File: config.mk
export PLATFORM = sky130hd
export DESIGN_NAME = adc_tpg
export DESIGN_NICKNAME = d
export VERILOG_FILES = /design/src/rtl/adc_tpg_pkg.sv /design/src/rtl/adc_tpg_step.sv /design/src/rtl/adc_tpg_sel.sv /design/src/rtl/adc_tpg.sv
export SDC_FILE = /design/constraint.sdc
export NUM_CORES = 1
export LEC_CHECK = 0
export BUFFER_PORTS_ARGS = -buffer_cell sky130_fd_sc_hd__buf_2
export CORE_UTILIZATION = 35
export CTS_CLUSTER_DIAMETER = 200
export CTS_CLUSTER_SIZE = 10
export DETAILED_ROUTE_END_ITERATION = 8
export PLACE_DENSITY_LB_ADDON = 0.1
export SLEW_MARGIN = 20
export SYNTH_ARGS = -nofsm -noshare
export SYNTH_HDL_FRONTEND = slang
export SYNTH_SLANG_ARGS = --single-unit
File: constraint.sdc
create_clock -name clk -period 2.3 [get_ports clk]
set_input_delay 0.46 -clock clk [delete_from_list [all_inputs] [get_ports clk]]
set_output_delay 0.46 -clock clk [all_outputs]
set_load 0.005 [all_outputs]
File: src/rtl/adc_tpg_pkg.sv
package adc_tpg_pkg;

  localparam int MODE_W = 4;

  typedef enum logic [MODE_W-1:0] {
    TPG_LIVE   = 4'd0,
    TPG_ZERO   = 4'd1,
    TPG_ONES   = 4'd2,
    TPG_TOGGLE = 4'd3,
    TPG_RAMP   = 4'd4,
    TPG_USER1  = 4'd6,
    TPG_USER12 = 4'd7,
    TPG_DESKEW = 4'd8,
    TPG_SYNC   = 4'd9
  } tpg_mode_e;

  // Modes whose output depends on the step counter.
  function automatic logic is_sequenced(input logic [MODE_W-1:0] m);
    return (m == TPG_TOGGLE) || (m == TPG_RAMP) || (m == TPG_USER12);
  endfunction

endpackage

File: src/rtl/adc_tpg_step.sv
module adc_tpg_step
  import adc_tpg_pkg::*;
#(
  parameter int W = 14
) (
  input  logic              clk,
  input  logic              rst_n,
  input  logic [MODE_W-1:0] mode_i,
  output logic [W-1:0]      step_o
);

  logic [MODE_W-1:0] mode_q;
  logic [W-1:0]      cnt_q;
  logic [W-1:0]      cnt_d;
  logic              mode_chg;
  logic              cnt_en;

  // Next-state logic: restart on any selector change, otherwise advance.
  always_comb begin
    mode_chg = (mode_i != mode_q);
    cnt_en   = mode_chg || is_sequenced(mode_i);
    cnt_d    = mode_chg ? '0 : cnt_q + W'(1);
  end

  assign step_o = cnt_d;

  always_ff @(posedge clk or negedge rst_n) begin
    if (!rst_n) begin
      mode_q <= '0;
      cnt_q  <= '0;
    end else begin
      mode_q <= mode_i;
      if (cnt_en) begin
        cnt_q <= cnt_d;
      end
    end
  end

endmodule

File: src/rtl/adc_tpg_sel.sv
module adc_tpg_sel
  import adc_tpg_pkg::*;
#(
  parameter int W = 14
) (
  input  logic [MODE_W-1:0] mode_i,
  input  logic [W-1:0]      step_i,
  input  logic [W-1:0]      live_i,
  input  logic [W-1:0]      pat_a_i,
  input  logic [W-1:0]      pat_b_i,
  output logic [W-1:0]      word_o
);

  // Alternating word with a one in the MSB position for even W (2AAA at 14 bits).
  logic [W-1:0] alt_word;

  for (genvar i = 0; i < W; i++) begin : g_alt
    assign alt_word[i] = ((i % 2) == 1);
  end

  always_comb begin
    case (mode_i)
      TPG_ZERO:   word_o = '0;
      TPG_ONES:   word_o = '1;
      TPG_TOGGLE: word_o = step_i[0] ? ~alt_word : alt_word;
      TPG_RAMP:   word_o = step_i;
      TPG_USER1:  word_o = pat_a_i;
      TPG_USER12: word_o = step_i[0] ? pat_b_i : pat_a_i;
      TPG_DESKEW: word_o = alt_word;
      TPG_SYNC:   word_o = '1;
      default:    word_o = live_i;
    endcase
  end

endmodule

File: src/rtl/adc_tpg.sv
module adc_tpg
  import adc_tpg_pkg::*;
#(
  parameter int DATA_W = 14
) (
  input  logic              clk,
  input  logic              rst_n,
  input  logic [MODE_W-1:0] mode_sel,
  input  logic [DATA_W-1:0] conv_data,
  input  logic [DATA_W-1:0] user_pat_a,
  input  logic [DATA_W-1:0] user_pat_b,
  output logic [DATA_W-1:0] pat_out
);

  logic [DATA_W-1:0] step;
  logic [DATA_W-1:0] word_d;
  logic [DATA_W-1:0] out_q;

  adc_tpg_step #(.W(DATA_W)) u_step (
    .clk    (clk),
    .rst_n  (rst_n),
    .mode_i (mode_sel),
    .step_o (step)
  );

  adc_tpg_sel #(.W(DATA_W)) u_sel (
    .mode_i  (mode_sel),
    .step_i  (step),
    .live_i  (conv_data),
    .pat_a_i (user_pat_a),
    .pat_b_i (user_pat_b),
    .word_o  (word_d)
  );

  // Single output stage shared by every mode.
  always_ff @(posedge clk or negedge rst_n) begin
    if (!rst_n) begin
      out_q <= '0;
    end else begin
      out_q <= word_d;
    end
  end

  assign pat_out = out_q;

endmodule

Yosys cells after proc, flatten, opt, wreduce, memory -nomap -nowiden
Index checks and enable logic that the tools add are counted.
Operators by class
  $add $sub $neg: 1
  muxes and demuxes: 4
  reductions and logical operators: 4
  eq/ne operators: 9
Operator list (count)
  $pmux 14 s7: 1
  $mux 14: 3
  $add 14x1->14 const B: 1
  $eq 4x3->1 const B: 3
  $eq 4x2->1 const B: 2
  $eq 4x4->1 const B: 2
  $eq 4x1->1 const B: 1
  $ne 4x4->1: 1
  $logic_or 1x1->1: 3
  $reduce_or 2->1: 1
Storage, ports and cells
  input bits: 48
  logic and storage cells: 21
  output and inout port bits: 14
  register bits: 32

Depth between registers and ports, before layout
Gate-level depths: netlist (run 1).
  depth after elaboration: 4
  gate-level depth with buffers: 7

Cells and area by module
Synthesis (run 1) repeated with hierarchy kept, for this count alone.
Second synthesis, totals
  cells, all modules: 252
  area, all modules: 2353.5 µm²
By module, submodules not included
  adc_tpg_step: cells each 129, area each 1197.4 µm², times used 1
  adc_tpg_sel: cells each 109, area each 805.8 µm², times used 1
  adc_tpg: cells each 14, area each 350.3 µm², times used 1

Worst setup path after synthesis (run 1)
Ideal clock, no wire load.
  path type: input -> register
  start point: input port mode_sel[1]
  end point: register u_step.cnt_q[11]
  arrival: 1.801 ns
  data required time: 2.168 ns
  stages: 6
  slack: 0.367 ns
  cell sequence: buf_4 or3b_4 a21oi_2 or4b_1 xnor2_1 nor2_1
On the way
  word-level cells in the longest chain between the ends: 4
RTL lines
  start: declaration: RTL line adc_tpg.sv:8  | input logic [MODE_W-1:0] mode_sel,
  $eq 4x2->1 / $eq 4x3->1 (equally long branches): RTL line adc_tpg_pkg.sv:19  | return (m == TPG_TOGGLE) || (m == TPG_RAMP) || (m == TPG_USER12);
  $logic_or 1x1->1 (2 in a row): RTL line adc_tpg_pkg.sv:19
  $logic_or 1x1->1: RTL line adc_tpg_step.sv:21  | cnt_en = mode_chg || is_sequenced(mode_i);
  end signal: assignment: RTL line adc_tpg_step.sv:34  | cnt_q <= cnt_d;
  end: declaration: RTL line adc_tpg_step.sv:13  | logic [W-1:0] cnt_q;
Several ways; a longest one is shown, not always the timed one.
A chain may end at the register's enable or synchronous reset.

Worst setup path after layout (run 1)
  start point: register u_step.mode_q[0]
  end point: register out_q[13] (netlist: pat_out[13])
On the way
  word-level cells in the longest chain between the ends: 4
RTL lines
  start: declaration: RTL line adc_tpg_step.sv:12  | logic [MODE_W-1:0] mode_q;
  start signal: assignment: RTL line adc_tpg_step.sv:32  | mode_q <= mode_i;
  $ne 4x4->1 (*): RTL line adc_tpg_step.sv:20  | mode_chg = (mode_i != mode_q);
  $mux 14 (*): RTL line adc_tpg_step.sv:22  | cnt_d = mode_chg ? '0 : cnt_q + W'(1);
  $mux 14, on equally long branches: RTL line adc_tpg_sel.sv:28, adc_tpg_sel.sv:25
  $pmux 14 s7 (*): RTL line adc_tpg_sel.sv:22  | case (mode_i)
  named net u_sel.word_o[13]: RTL line adc_tpg_sel.sv:11  | output logic [W-1:0] word_o
  end signal: assignment: RTL line adc_tpg.sv:40  | out_q <= word_d;
  end: declaration: RTL line adc_tpg.sv:17  | logic [DATA_W-1:0] out_q;
Mark *: on every way through the listed nets, which the timed path passes. The rest lies on a longest branch.

==> Implementation_results.wiki, run 1 <==
{| class="wikitable"
! Metric !! Value
|-
| Endpoint arrival time on the critical path || between 1.5 and 2 ns
|-
| Vias post-DR || ~1700
|-
| Buffer depth of the longest clock path || 2
|-
| Initial core utilization || between 30% and 40%
|-
| Power density normalized to cell area || 511.0 mW/mm²
|-
| Final HPWL from detailed placement || about 3700 µm
|-
| Leakage power figure || around 1.0 nW
|-
| Count of placed standard cells in the final layout, fillers left out || between 300 and 400
|-
| Vias in the first global route || roughly 1700
|-
| Top metal layer carrying routed signals || met4
|-
| Global placer's final weighted congestion || ~0.80
|-
| Most used standard cell by instance count after synthesis || nor2_1
|-
| Top area cells in the synthesized netlist || dfrtp_1 41%, nor2_1 7.3%, xor2_1 6.3%, xnor2_1 4.9%, a22oi_1 4.6%
|-
| Detailed Routing Iterations Pass 1 || 4
|-
| Endpoint required time on the critical path || 2.44 ns
|-
| CTS tree || built
|-
| Critical Path End Type || flip-flop
|-
| Synth async-reset ratio || 100.0%
|-
| Antenna cells || 0
|-
| Count of pins on the block boundary || 62
|-
| Sort of element at the start of the critical path || flip-flop
|-
| Setup clock skew after layout || ~0.01 ns
|-
| Placed cell count || about 330
|-
| Largest net degree at the start of global routing || 33
|-
| Max rail drop VDD || approximately 0.00031 V
|-
| Resize count post-CTS || 0
|-
| Final Net Count || 321
|-
| Commonest cells in the synthesized netlist || 38 x nor2_1, 32 x dfrtp_1, 22 x nand2_1
|-
| Final setup violation count || 0
|-
| Vias per std cell || ~5
|-
| Final hold vios || 0
|-
| Deepest level of the CTS H-tree || 2
|-
| Cells after synthesis || between 200 and 250
|-
| Kind of critical path || reg -> reg
|-
| Time the worst path needs with I/O delays and setup || approximately 1.8 ns
|-
| Post-CTS Setup Inserts || 0
|-
| Run status || finished clean
|-
| Post-synth net total || 260
|-
| Total Die Area || about 0.0059 mm²
|-
| Final cycle utilization of the critical path || about four fifths
|-
| Synth area leader || dfrtp_1
|-
| Clock transition time at the flip-flop clock pins of the worst setup and hold paths || approximately 0.070 ns
|-
| Timing-limited maximum frequency || 0.5432 GHz
|-
| Drc violations || 0
|-
| Share of Yosys cell area claimed by the top area cell type || approximately two fifths
|-
| Final Max Slew Viols || 0
|-
| Worst Max-Slew Pin Slew || 0.7276 ns
|-
| Iteration-0 DRC Markers || just over 80
|-
| Register bit count reported by yosys || 32
|-
| Average cell area after synthesis || between 9 and 10 µm²
|-
| Number of different library cells in the post-synthesis netlist || 38
|-
| Layout cell share with drive strength beyond 1 || roughly a third
|-
| Sequential-to-total area share from yosys stat || between 40% and 50%
|-
| Port buffer count || 61
|-
| Share of the core filled with cells || between 40% and 50%
|-
| Number of clock sinks || 32
|-
| CP max FO || 16
|-
| Overall overflow remaining after global route || 0
|-
| Summed negative setup slack over all endpoints || 0 ns
|-
| CTS hold repair buffers || 0
|-
| Clock buffer count from CTS || 5
|-
| Count of warnings emitted by yosys || 0
|-
| Area of the core region || about 0.0052 mm²
|-
| EDFF count, synth || 0
|-
| Wire length per cell after detailed routing || around 14 µm
|-
| Routed metal-1 wirelength || roughly 2500 µm
|-
| Number of rows created at floorplan || 26
|-
| CTS Root Buffer Type || clkbuf_8
|-
| Number of antenna violations at the first check in global routing || 0
|-
| Post-route antenna net violation count || 0
|-
| Clock Latency Late Sink || 0.28 ns
|-
| Dpl ws || approximately 0.21 ns
|-
| Sum of met2 wire segment lengths after detailed routing || slightly above 2000 µm
|-
| Critical Path Slowest Stage Cell || dfrtp_1
|-
| Chip Width || 76.85 µm
|-
| Maximum Capacitance Violations || 0
|-
| Chip height || approximately 77 µm
|-
| Biggest cell delay along the critical path || around 0.40 ns
|-
| Number of filler cells placed in the layout || roughly 530
|-
| Worst Hold Class || in -> async
|-
| Setup repair after global routing missed its margin || no
|-
| Total Routed Length || around 4900 µm
|-
| Ys flop type || dfrtp_1
|-
| Netlist area before placement || between 0.0015 and 0.002 mm²
|-
| Worst slew margin relative to its limit || approximately half
|-
| Worst-case setup margin in the final layout || roughly 0.46 ns
|-
| Met3 wire length || ~270 µm
|-
| Ordered cell list for the critical path || xnor2_2 -> nand4_4 -> buf_4 -> nor2_1 -> o21a_1 -> a41oi_1
|-
| GRT Overall Usage || between 10% and 20%
|-
| Layout area overhead || 22.59%
|-
| First-pass GRT wire length || just over 8000 µm
|}
[sequential cells by signal (all words and copies together) (netlist names)]
name,cells
pat_out,14
u_step.mode_q,4
u_step.cnt_q,14
[through the flow]
stage / area (µm²) / hold WS (ns) / power (mW)
after floorplan: 1961 / 0.1644 / 0.7146
after global placement: 2316 / 0.5409 / 0.8132
after detailed placement: 2316 / 0.5654 / 0.8117
after CTS: 2404 / 0.2597 / 1.245
after global routing: 2404 / 0.3004 / 1.293
final: 2404 / 0.2294 / 1.228
[path summary, 6_finish.rpt]
kind / from / endpoint / slack, ns / depth (start not counted)
max: u_step.mode_q[0] / pat_out[13] / 0.46 / 6
min: rst_n / u_step.mode_q[0] / 0.23 / 1
max reg2reg: u_step.mode_q[0] / pat_out[13] / 0.46 / 6
min reg2reg: u_step.cnt_q[13] / u_step.cnt_q[13] / 0.57 / 2
max in group asynchronous: rst_n / u_step.cnt_q[9] / 1.60 / 1
min in group clk: mode_sel[2] / u_step.mode_q[2] / 0.40 / 1
[critical path, delay by kind of cell, from the launching register on]
family	cells	cell delay (ns)
flops	1	0.40
simple gates	2	0.37
buf+inv	1	0.24
compound gates	2	0.48
xor+xnor	1	0.20
[report_power, final]
part           leakage [nW]  total, mW  internal, mW  switching (mW)
Combinational         0.596      0.196        0.0904           0.106
Clock                0.0479      0.430         0.211           0.219
Sequential            0.406      0.603         0.593          0.0100
Total                  1.05       1.23         0.894           0.335
[cells by family after synthesis]
group | share of synthesized area (%)
AO/OA/AOI/OAI | 13.27
XOR/XNOR | 14.49
adder cells (fa/ha/maj) | 1.276
buffers and inverters | 5.169
flip-flops | 40.84
multiplexers | 0.5106
AND/OR/NAND/NOR | 24.44
[area by class of cell]
class / count / area, µm² / area share (%)
multi-input combinational: 160 / 1059 / 44.04
sequential: 32 / 800.8 / 33.32
timing repair buffer: 67 / 350.3 / 14.58
tap: 70 / 87.58 / 3.644
clock buffer: 5 / 68.82 / 2.863
clock inverter: 3 / 18.77 / 0.7808
inverter: 5 / 18.77 / 0.7808
[layer usage]
| metal | GRT usage, % | vias up |
|---|---|---|
| met1 | 24.37 | 798 |
| met4 | 5.385 | 0 |
| met2 | 26.16 | 43 |
| li1 | - | 847 |
| met3 | 4.762 | 4 |
| met5 | 0 | - |
[cells in the final DEF, fill, tap and decap left out, drive strengths merged]
cell / count
nor3: 6
nor2: 38
o311a: 1
nand3: 7
o21a: 1
nand4: 5
nor4: 3
a21o: 1
buf: 67
and4: 2
or3: 1
clkbuf: 5
a21oi: 3
ha: 2
a31oi: 13
nor2b: 2
mux2i: 1
and3b: 1
or2b: 2
dfrtp: 32
inv: 5
nand2b: 1
clkinv: 3
and3: 1
or3b: 1
a22oi: 12
a221oi: 1
xnor2: 15
or4b: 1
o21ai: 2
xor2: 14
a41oi: 1
nand2: 22
Note: power is estimated with default switching activity, not from simulation.
==> run 2: changes to the inputs <==
==> constraint.sdc (replaced) <==
create_clock -name clk -period 1.62 [get_ports clk]
set_input_delay 0.324 -clock clk [delete_from_list [all_inputs] [get_ports clk]]
set_output_delay 0.324 -clock clk [all_outputs]
set_load 0.005 [all_outputs]
==> Implementation_results.wiki, run 2 (same netlist as run 1, synthesis figures left out) <==
{| class="wikitable"
! Metric !! Value
|-
| Endpoint arrival time on the critical path || 1.91 ns (-0.07 ns)
|-
| Worst Hold Class || in -> reg
|-
| Final std cell area, no fill || 0.002830 mm² (+18%)
|-
| Number of filler cells placed in the layout || 509 (-4.1%)
|-
| Drc violations || 0 (unchanged)
|-
| Worst Max-Slew Pin Slew || 0.4542 ns (-0.2734 ns)
|-
| Kind of critical path || reg -> reg
|-
| Endpoint required time on the critical path || 1.81 ns (-0.63 ns)
|-
| Count of pins on the block boundary || 62 (unchanged)
|-
| CTS Root Buffer Type || clkbuf_8
|-
| Number of clock sinks || 32 (unchanged)
|-
| Vias in the first global route || 1799 (+8.1%)
|-
| Post-route antenna net violation count || 0 (unchanged)
|-
| Biggest cell delay along the critical path || 0.43 ns (+0.03 ns)
|-
| Largest net degree at the start of global routing || 20 (-39%)
|-
| Layout area overhead || 44.35%
|-
| Slack of the worst reg-to-reg path || -0.09 ns (-0.55 ns)
|-
| Power density normalized to cell area || 697.7 mW/mm² (+37%)
|-
| Initial core utilization || 37.43% (unchanged)
|-
| Clock buffer count from CTS || 5 (unchanged)
|-
| Timing-limited maximum frequency || 0.5834 GHz (+7.4%)
|-
| Global placer's final weighted congestion || 0.8203 (+2.5%)
|-
| Final cycle utilization of the critical path || 105.8% (+26 points)
|-
| Number of rows created at floorplan || 26 (unchanged)
|-
| Detailed Routing Iterations Pass 1 || 4 (unchanged)
|-
| Overall overflow remaining after global route || 0 (unchanged)
|-
| Time the worst path needs with I/O delays and setup || 1.714 ns (-0.1269 ns)
|-
| Worst Hold Endpoint || u_step.mode_q[1]
|-
| Layout cell share with drive strength beyond 1 || 44.59% (+13 points)
|-
| Vias post-DR || 1810 (+7.0%)
|-
| Hold path start || mode_sel[1]
|-
| Commonest non-fill, non-tap cells in the layout || 61 x buf_2, 37 x nor2_1, 33 x buf_4
|-
| Setup repair after global routing missed its margin || yes
|-
| Final hold vios || 0 (unchanged)
|-
| Critical Path End Type || flip-flop
|-
| Beginning of the worst register-to-register path || u_step.mode_q[0]
|-
| Maximum Capacitance Violations || 0 (unchanged)
|-
| Placed Instance Area || 0.002571 mm² (+11%)
|-
| Antenna cells || 0 (unchanged)
|-
| Run status || finished, violations left
|-
| Deepest level of the CTS H-tree || 2 (unchanged)
|-
| Share of the core filled with cells || 54.04% (+8.1 points)
|-
| Chip Width || 76.85 µm (unchanged)
|-
| Final Net Count || 354 (+10%)
|-
| Worst reg2reg endpoint || pat_out[10]
|-
| Power consumption || 1.975 mW (+61%)
|-
| Clock transition time at the flip-flop clock pins of the worst setup and hold paths || 0.08 ns (about the same)
|-
| Ordered cell list for the critical path || xnor2_4 -> nand4_4 -> nor4_4 -> buf_4 -> nand2_2 -> a31oi_1
|-
| Number of antenna violations at the first check in global routing || 0 (unchanged)
|-
| Summed negative setup slack over all endpoints || -0.8228 ns (-0.8228 ns)
|-
| Port buffer count || 61 (unchanged)
|-
| Worst-case setup margin in the final layout || -0.09408 ns (-0.5531 ns)
|-
| Chip height || 76.85 µm (unchanged)
|-
| GRT Overall Usage || 20.17% (+2.7 points)
|-
| Iteration-0 DRC Markers || 71 (-14%)
|-
| CP max FO || 7 (-9)
|-
| Worst slew margin relative to its limit || 69.61% (+18 points)
|-
| Final HPWL from detailed placement || 4066 µm (+11%)
|-
| Buffer depth of the longest clock path || 2 (unchanged)
|-
| Hold depth || 1
|-
| Total Die Area || 0.005905 mm² (unchanged)
|-
| CTS tree || built
|-
| Sort of element at the start of the critical path || flip-flop
|-
| Leading cell type in the layout, fill and taps excluded || buf_2
|-
| Vias per std cell || 4.827 (-2.4%)
|-
| Path depth of the worst reg2reg path || 6 (unchanged)
|-
| Critical Path Slowest Stage Cell || dfrtp_1
|-
| First-pass GRT wire length || 9121 µm (+12%)
|-
| Leakage power figure || 1.239 nW (+18%)
|-
| Wire length per cell after detailed routing || 14.63 µm (+2.9%)
|-
| Violations in the final reports || setup timing
|-
| Max rail drop VDD || 0.0008388 V (+170%)
|-
| Final setup violation count || 14 (+14)
|-
| Final Max Slew Viols || 0 (unchanged)
|-
| Setup clock skew after layout || 0.009491 ns (-0.0002549 ns)
|-
| Clock Latency Late Sink || 0.29 ns (about the same)
|-
| Area of the core region || 0.005238 mm² (unchanged)
|-
| Total Routed Length || 5487 µm (+13%)
|}
-- run 2: cell types whose count changed in the layout (fill, tap and decap cells not counted), moves of 3 or more --
cell / before / now
a22oi_1: 12 / 3
buf_4: 6 / 33
a22oi_2: 0 / 9
nand2_2: 0 / 3
nand2_1: 22 / 19
-- run 2: per-stage QoR --
step	setup slack, ns	hold slack (ns)	instances
floorplan	-0.1599	0.02841	210
global placement	-0.2124	0.2561	361
detailed placement	-0.2159	0.2550	361
CTS	-0.09395	0.2026	375
global route	-0.1691	0.2066	375
finish	-0.09408	0.2129	375
-- run 2: critical path, delay by kind of cell, from the launching register on --
kind,cells,cell delay [ns]
DFF,1,0.43
buffers and inverters,1,0.22
AOI/OAI and AO/OA,1,0.22
xor gates and xnor gates,1,0.18
and+or+nand+nor,3,0.57
-- run 2: worst max-delay path by stage --
stage,startpoint,endpoint,depth (start not counted)
finish,u_step.mode_q[0],pat_out[10],6
CTS,u_step.mode_q[3],pat_out[10],5
global placement,mode_sel[2],u_step.cnt_q[11],6
floorplan,mode_sel[1],u_step.cnt_q[11],6
detailed placement,mode_sel[2],u_step.cnt_q[11],6
global route,u_step.mode_q[0],pat_out[10],6
-- run 2: metal layers --
metal	GRT usage, %	routed length [µm]
met5	0	0
met3	4.048	257
met4	5.769	47
met2	33.48	2638
met1	26.35	2544
-- run 2: repair_timing --
item	CTS	global route
resized for setup	12	10
endpoints found under the setup margin	14	16
pin swaps	20	7
endpoints found under the hold margin	13	0
buffers inserted	3	0
cloned	2	0
hold buffers	1	0
-- run 2: cell type report --
| class | count | area (µm²) | share of cell area (%) |
|---|---|---|---|
| Sequential cell | 32 | 802.0 | 28.34 |
| Timing Repair Buffer | 99 | 625.6 | 22.10 |
| Inverter | 5 | 18.77 | 0.6631 |
| Clock buffer | 5 | 68.82 | 2.431 |
| Multi-Input combinational cell | 161 | 1185 | 41.87 |
| Tap cell | 70 | 87.58 | 3.095 |
| Clock inverter | 3 | 42.54 | 1.503 |
-- run 2: report_power, final --
part | internal (mW) | leakage [nW] | switching, mW
clock | 0.455 | 0.0541 | 0.317
combinational | 0.174 | 0.781 | 0.172
sequential | 0.841 | 0.404 | 0.0149
total | 1.47 | 1.24 | 0.504
